**src/rtl/ets_pkg.sv**
```systemverilog
package ets_pkg;
    // edge-detector states: last synchronized level seen
    typedef enum logic {
        ED_LOW  = 1'b0,
        ED_HIGH = 1'b1
    } edge_state_t;

    // counter operation chosen each cycle
    typedef enum logic [1:0] {
        CNT_HOLD = 2'd0,
        CNT_STEP = 2'd1,
        CNT_ZERO = 2'd2
    } cnt_op_t;
endpackage

```
**src/rtl/ets_sync.sv**
```systemverilog
module ets_sync #(
    parameter int STAGES = 2
) (
    input  logic clk,
    input  logic rst_n,
    input  logic async_in,
    output logic sync_out
);
    logic [STAGES-1:0] chain;

    always_ff @(posedge clk) begin
        if (!rst_n) chain <= '0;
        else        chain <= {chain[STAGES-2:0], async_in};
    end

    assign sync_out = chain[STAGES-1];
endmodule

```
**src/rtl/ets_edge.sv**
```systemverilog
module ets_edge
    import ets_pkg::*;
(
    input  logic clk,
    input  logic rst_n,
    input  logic level_in,
    output logic rise_out
);
    edge_state_t state_q, state_d;

    always_ff @(posedge clk) begin
        if (!rst_n) state_q <= ED_LOW;
        else        state_q <= state_d;
    end

    always_comb begin
        state_d  = state_q;
        rise_out = 1'b0;
        unique case (state_q)
            ED_LOW: begin
                if (level_in) begin
                    state_d  = ED_HIGH;
                    rise_out = 1'b1;
                end
            end
            ED_HIGH: begin
                if (!level_in) state_d = ED_LOW;
            end
        endcase
    end

    // a held level yields one pulse, never two in a row
    rise_single_chk: assert property (@(posedge clk) disable iff (!rst_n)
        rise_out |=> !rise_out);
endmodule

```
**src/rtl/ets_counter.sv**
```systemverilog
module ets_counter
    import ets_pkg::*;
#(
    parameter int CNT_W = 48
) (
    input  logic             clk,
    input  logic             rst_n,
    input  logic             inc_pulse,
    input  logic             clr_pulse,
    output logic [CNT_W-1:0] count
);
    localparam logic [CNT_W-1:0] ONE = {{(CNT_W-1){1'b0}}, 1'b1};

    cnt_op_t op;

    always_comb begin
        if (clr_pulse)      op = CNT_ZERO;
        else if (inc_pulse) op = CNT_STEP;
        else                op = CNT_HOLD;
    end

    always_ff @(posedge clk) begin
        if (!rst_n) count <= '0;
        else begin
            unique case (op)
                CNT_ZERO: count <= '0;
                CNT_STEP: count <= count + ONE;
                default:  count <= count;
            endcase
        end
    end

    // a step adds one, wrapping at the top
    step_plus_one_chk: assert property (@(posedge clk) disable iff (!rst_n)
        (inc_pulse && !clr_pulse) |=> (count == $past(count) + ONE));

    // a clear pulse zeroes the count even with a step present
    clear_wins_chk: assert property (@(posedge clk) disable iff (!rst_n)
        clr_pulse |=> (count == '0));

    // no pulse, no change
    idle_stable_chk: assert property (@(posedge clk) disable iff (!rst_n)
        (!inc_pulse && !clr_pulse) |=> $stable(count));
endmodule

```
**src/rtl/ets_capture.sv**
```systemverilog
module ets_capture #(
    parameter int CNT_W = 48
) (
    input  logic             clk,
    input  logic             rst_n,
    input  logic [CNT_W-1:0] count_in,
    input  logic             trig,
    input  logic             snap,
    output logic [CNT_W-1:0] hold_out,
    output logic             valid_out,
    output logic [CNT_W-1:0] snap_out
);
    always_ff @(posedge clk) begin
        if (!rst_n) begin
            hold_out  <= '0;
            valid_out <= 1'b0;
        end else begin
            valid_out <= trig;
            if (trig) hold_out <= count_in;
        end
    end

    always_ff @(posedge clk) begin
        if (!rst_n)    snap_out <= '0;
        else if (snap) snap_out <= count_in;
    end

    // trigger captures the pre-edge count and raises valid
    trig_capture_chk: assert property (@(posedge clk) disable iff (!rst_n)
        trig |=> (valid_out && hold_out == $past(count_in)));

    // no trigger, no strobe, holding register untouched
    no_trig_chk: assert property (@(posedge clk) disable iff (!rst_n)
        !trig |=> (!valid_out && $stable(hold_out)));

    // snapshot captures the pre-edge count
    snap_capture_chk: assert property (@(posedge clk) disable iff (!rst_n)
        snap |=> (snap_out == $past(count_in)));

    // no request leaves the snapshot unchanged
    snap_idle_chk: assert property (@(posedge clk) disable iff (!rst_n)
        !snap |=> $stable(snap_out));
endmodule

```
**src/rtl/ext_ts_counter.sv**
```systemverilog
module ext_ts_counter #(
    parameter int CNT_W       = 48,
    parameter int SYNC_STAGES = 2
) (
    input  logic             clk,
    input  logic             rst_n,
    input  logic             ext_clk_in,
    input  logic             ext_clr_in,
    input  logic             trig_in,
    input  logic             snap_req,
    output logic [CNT_W-1:0] ts_hold,
    output logic             ts_valid,
    output logic [CNT_W-1:0] ts_snap
);
    localparam int N_LINES = 2;   // index 0: count clock, 1: clear

    logic [N_LINES-1:0] raw_lines;
    logic [N_LINES-1:0] sync_lines;
    logic [N_LINES-1:0] rise_lines;
    logic [CNT_W-1:0]   count;

    assign raw_lines = {ext_clr_in, ext_clk_in};

    for (genvar i = 0; i < N_LINES; i++) begin : g_line
        ets_sync #(.STAGES(SYNC_STAGES)) u_sync (
            .clk      (clk),
            .rst_n    (rst_n),
            .async_in (raw_lines[i]),
            .sync_out (sync_lines[i])
        );
        ets_edge u_edge (
            .clk      (clk),
            .rst_n    (rst_n),
            .level_in (sync_lines[i]),
            .rise_out (rise_lines[i])
        );
    end

    ets_counter #(.CNT_W(CNT_W)) u_count (
        .clk       (clk),
        .rst_n     (rst_n),
        .inc_pulse (rise_lines[0]),
        .clr_pulse (rise_lines[1]),
        .count     (count)
    );

    ets_capture #(.CNT_W(CNT_W)) u_cap (
        .clk       (clk),
        .rst_n     (rst_n),
        .count_in  (count),
        .trig      (trig_in),
        .snap      (snap_req),
        .hold_out  (ts_hold),
        .valid_out (ts_valid),
        .snap_out  (ts_snap)
    );

    // outputs idle right after reset
    reset_idle_chk: assert property (@(posedge clk)
        $rose(rst_n) |-> (!ts_valid && ts_hold == '0 && ts_snap == '0));
endmodule

```
**config.mk**
```make
export PLATFORM = sky130hd
export DESIGN_NAME = ext_ts_counter
export DESIGN_NICKNAME = d
export VERILOG_FILES = /design/src/rtl/ets_pkg.sv /design/src/rtl/ets_sync.sv /design/src/rtl/ets_edge.sv /design/src/rtl/ets_counter.sv /design/src/rtl/ets_capture.sv /design/src/rtl/ext_ts_counter.sv
export SDC_FILE = /design/constraint.sdc
export NUM_CORES = 1
export LEC_CHECK = 0
export ABC_AREA = 1
export CAP_MARGIN = 20
export CORE_UTILIZATION = 50
export CTS_BUF_LIST = sky130_fd_sc_hd__clkbuf_8
export DETAILED_ROUTE_END_ITERATION = 6
export DONT_BUFFER_PORTS = 1
export HOLD_SLACK_MARGIN = 0.03
export PLACE_DENSITY = 0.65
export SYNTH_ARGS = -nofsm -noshare
export SYNTH_HDL_FRONTEND = slang
export SYNTH_SLANG_ARGS = --single-unit
```
**constraint.sdc**
```tcl
create_clock -name clk -period 2.3 [get_ports clk]
set_clock_uncertainty 0.15 [all_clocks]
set_input_delay 0.46 -clock clk [delete_from_list [all_inputs] [get_ports clk]]
set_output_delay 0.46 -clock clk [all_outputs]
set_load 0.05 [all_outputs]
```
Word-level counts from Yosys, hierarchy flattened
Cells that the tools add are included.
{ "word_totals": {"reg_bits": 151, "in_bits": 6, "out_inout_bits": 97, "elab_cells": 19} }
{ "classes": {"n_addsub": 1, "eq_ne": 2, "n_mux": 7, "reduce_logical": 1} }
{ "op_table": {"columns": ["cell", "count"], "rows": [
  ["$pmux 48 s2", 1],
  ["$add 48x1->48 const B", 1],
  ["$mux 1", 5],
  ["$eq 2x1->1 const B", 1],
  ["$eq 2x2->1 const B", 1],
  ["$mux 2", 1],
  ["$reduce_bool 2->1", 1]
]} }

Depth between registers and ports, before layout
{ "logic_depth": {"depth_word": 6, "ltp_mapped": 11, "mapped_depth_nobuf": 11} }

Cells and area by module
From an unflattened synthesis, not the netlist that was laid out.
{ "hier_totals": {"cells_unflattened": 1066, "area_unflattened_um2": 6901.6} }
{ "by_module_without_submodules": {"columns": ["module", "instances", "cells_per_inst", "area_per_inst_um2", "seq_area_each_um2"], "rows": [
  ["ets_capture", 1, 564, 3819.9, 1941.9],
  ["ets_counter", 1, 480, 2896.5, 960.9],
  ["ets_sync", 2, 6, 55.1, 40.0],
  ["ets_edge", 2, 5, 37.5, 20.0]
]} }

Worst setup path before layout
OpenSTA, ideal clock, no wires.
{ "synth_path": {"path_kind": "reg2reg", "from": "register u_count.count[1]", "to": "register u_count.count[22]", "setup_ns": 0.116, "arrival_time_ns": 1.330, "required_ns": 2.034, "slack_ns": 0.704, "path_stages_with_launch": 10, "n_path_buf": 0, "synth_period_minus_slack_ns": 1.596, "path_cell_list": "dfxtp_1 -> ha_1 -> nand3_1 -> nor2_4 -> nand2_2 -> inv_1 -> and2_4 -> nand2_1 -> o21ai_0 -> nor2_1"} }
{ "synth_between": {"elab_chain_len": 2} }
{ "synth_lines": {"columns": ["item", "line", "text"], "rows": [
  ["start: declaration", "ets_counter.sv:10", "output logic [CNT_W-1:0] count"],
  ["start signal: assignment", "ets_counter.sv:27", "CNT_STEP: count <= count + ONE;"],
  ["start signal: assignment", "ets_counter.sv:28", "default: count <= count;"],
  ["$add 48x1->48", "ets_counter.sv:27", null],
  ["$pmux 48 s2", "ets_counter.sv:25", "unique case (op)"]
]} }
Every way passes these cells.
A chain may end at the register's enable or synchronous reset.

Final worst setup path
{ "layout_path": {"from": "register g_line[0].u_sync.chain[1]", "to": "register u_count.count[28]"} }
{ "layout_between": {"elab_chain_len": 6, "word_cells_on_any_way": 8, "cone_classes": "eq/ne (2); mux (5); reduce/logical (1)"} }
{ "layout_lines": {"columns": ["item", "line", "text"], "rows": [
  ["start: declaration", "ets_sync.sv:9", "logic [STAGES-1:0] chain;"],
  ["start signal: assignment", "ets_sync.sv:13", "else chain <= {chain[STAGES-2:0], async_in};"],
  ["$mux 1 (*)", "ets_edge.sv:21", "if (level_in) begin"],
  ["$mux 1 (*)", "ets_edge.sv:19", "unique case (state_q)"],
  ["$mux 1 (*)", "ets_counter.sv:18", "else if (inc_pulse) op = CNT_STEP;"],
  ["$mux 2 (*)", "ets_counter.sv:17", "if (clr_pulse) op = CNT_ZERO;"],
  ["$eq 2x1->1 / $eq 2x2->1 (equally long branches)", "ets_counter.sv:25", null],
  ["$pmux 48 s2 / $reduce_bool 2->1 (equally long branches)", null, null]
]} }
Every way passes the cells marked *; elsewhere a longest branch is shown, timed or not.

==> metrics.txt <==
fill count=1059; IO Port Bufs=0; grt ovf=0; Yosys reg bits=151; Root Driver=clkbuf_8; RR Startpoint=g_line[0].u_sync.chain[1]; Worst-path clk slew=approximately 0.080 ns; first-pass GRT wire length=~25 mm; area delta synth->final=10.9%; clock sink count=151; Final setup viols=0; Post-CTS Setup Bufs=0; post-route minimum period=between 1.5 and 2 ns; Yosys cell types=28; total CTS buffers=17; maxcap violations=0; Post-Syn Area=5990 µm²; die footprint=roughly 12000 µm²; most common cell after layout, fill and taps aside=dfxtp_1; Max Root-Sink Buffers=2; core area=approximately 12000 µm²; initial antenna violation count=0; RSZ-0062 raised after global routing=no; Synth Area in Adders=0.209%; Worst Setup Path Type=register to register; fin. max-slew vios=0; PwrDens=roughly 850 nW/µm²; Worst Tran Pin Value=roughly 0.53 ns; Leakage=2.45 nW; WL/cell=about 17 µm; # IOs=103; Syn Nets=800; share of cells above drive strength 1=8.15%; fin crit share=85.0%; final WL=15.5 mm; CP endpoint=u_count.count[28]; VDD IR max=397 µV; DR iter-0 viols=around 410; Final Hold Viols=0; CTS tree=built; largest net degree at the start of global routing=100; row count=39; failing checks=design-rule violations; sequential-to-total area share from yosys stat=50.5%; min-delay worst type=input port to register; mux share of post-synthesis cell area=0%; CP Max Fanout=13; Die Width=111 µm; Setup crit end kind=register; final setup TNS=0 ns; DRC errors left=16; Critical Path RT=2.53 ns; nets=793; r2r endpoint=u_count.count[28]; largest family of logic cells by synthesized area=simple AND/OR/NAND/NOR gates; starting density of the core=51.8%; Fmax=about 500 MHz; Pre-Repair DR Iteration Count=7; total number of vias=5299; Worst-Skew Late Latency=0.43 ns; worst setup path start=g_line[0].u_sync.chain[1]; synthesized instance count=793; Die Y=111 µm; status=finished with violations; Critical Path Source Type=register; Rel. slew slack=64.5%; post-synthesis xor/xnor area fraction=0%; WP data arrival=about 2.2 ns; FF-to-FF setup slack=0.34 ns; CTS H-tree lvls=4; DP HPWL=9.88 mm; GRT Total Usage=25.9%; Vias/cell=roughly 5.6; Routability Congestion=0.910; simple-gate area share of the yosys netlist=20.6%; Hold Slack=around 0.076 ns; area fraction in compound gates after synthesis=around 21%; syn avg cell area=7.55 µm²; number of global-route vias before repair=5015; DRT antenna net count=0; yosys warns=0; antenna cell count=0; r2r worst-path depth=8; most frequent cells in the layout=dfxtp_1 (151), o21ai_0 (122), a21oi_1 (117)
==> layer usage <==
| metal | global-route usage [%] | vias to the layer above | wire length [µm] |
|---|---|---|---|
| li1 | - | 2605 | - |
| met1 | 32.7 | 2499 | 6810 |
| met2 | 43.2 | 174 | 7300 |
| met3 | 6.64 | 21 | 1120 |
| met4 | 9.01 | 0 | 297 |
| met5 | 0 | - | 0 |
==> cell usage after synthesis <==
cell	n	area, µm²
a21oi_1	117	586
and2_4	1	8.76
buf_1	1	3.75
buf_2	2	10.0
buf_4	1	7.51
clkbuf_1	33	124
clkinv_1	1	3.75
dfxtp_1	151	3020
ha_1	1	12.5
inv_1	87	327
inv_2	2	7.51
nand2_1	108	405
nand2_2	10	62.6
nand3_1	21	105
nand3_2	1	10.0
nand4_1	19	119
nor2_1	79	297
nor2_2	5	31.3
nor2_4	6	67.6
nor3_1	15	75.1
nor3_4	2	32.5
nor3b_1	2	15.0
nor4_1	1	6.26
o21a_1	2	15.0
o21ai_0	122	611
o21ai_1	1	5.00
o21ai_2	1	8.76
o21bai_1	1	7.51
==> worst max-delay path: stages (launching register included) <==
cell and delay (ns):
dfxtp_1 0.35, nand2_2 0.13, inv_1 0.41, nand4_1 0.30, nor3_1 0.27, nand2_1 0.10, nand2_1 0.07, nand2_1 0.04
nor2_1 0.07
==> through the flow <==
stage	total power, mW	setup slack (ns)	utilization [%]	std cells	cell area (µm²)
after detailed placement	3.25	0.386	52.3	902	6040
after floorplan	3.26	0.704	-	793	5990
after global routing	5.86	0.143	57.4	941	6640
final	5.67	0.344	57.4	941	6640
after CTS	5.70	0.369	57.4	941	6640
after global placement	3.24	0.442	52.3	902	6040
==> power by group <==
| group | switching [mW] | total (mW) | internal [mW] |
|---|---|---|---|
| clock network | 0.990 | 2.41 | 1.42 |
| registers | 0.344 | 3.05 | 2.70 |
| logic | 0.137 | 0.212 | 0.0758 |
| total | 1.47 | 5.67 | 4.20 |
==> cells by family (layout without fill, tap and decap cells) <==
kind of cell    Yosys count  count (layout)
flops                   151             151
fa+ha+maj                 1               1
compound gates          244             244
simple gates            270             270
buf+inv                 127             132
==> repair_timing <==
action,CTS,global route
hold endpoints to repair,103,0
hold buffers,8,0
resized for setup,0,0
==> layout make-up <==
cell class / instances / area, µm² / share of cell area, %
sequential: 151 / 3020 / 45.5
multi-input combinational: 515 / 2480 / 37.4
inverter: 90 / 338 / 5.09
clock buffer: 18 / 248 / 3.73
clock inverter: 13 / 228 / 3.43
tap: 143 / 179 / 2.70
timing repair buffer: 11 / 140 / 2.11
==> flip-flops by register name, indices dropped and copies added (netlist names) <==
| register | count |
|---|---|
| u_cap.hold_out | 48 |
| u_cap.snap_out | 48 |
| u_count.count | 48 |
| g_line.u_sync.chain | 4 |
| g_line.u_edge.state_q | 2 |
| u_cap.valid_out | 1 |
==> worst min path at each step <==
stage / start / endpoint / slack [ns] / cells after the start
after floorplan: g_line[0].u_sync.chain[0] / g_line[0].u_sync.chain[1] / 0.24 / 2
after global placement: g_line[1].u_sync.chain[0] / g_line[1].u_sync.chain[1] / 0.26 / 2
after detailed placement: g_line[1].u_sync.chain[0] / g_line[1].u_sync.chain[1] / 0.25 / 2
after CTS: trig_in / u_cap.hold_out[40] / 0.04 / 2
after global routing: snap_req / u_cap.snap_out[23] / 0.04 / 2
final: snap_req / u_cap.snap_out[16] / 0.08 / 2
Note: power is estimated with default switching activity, not from simulation.
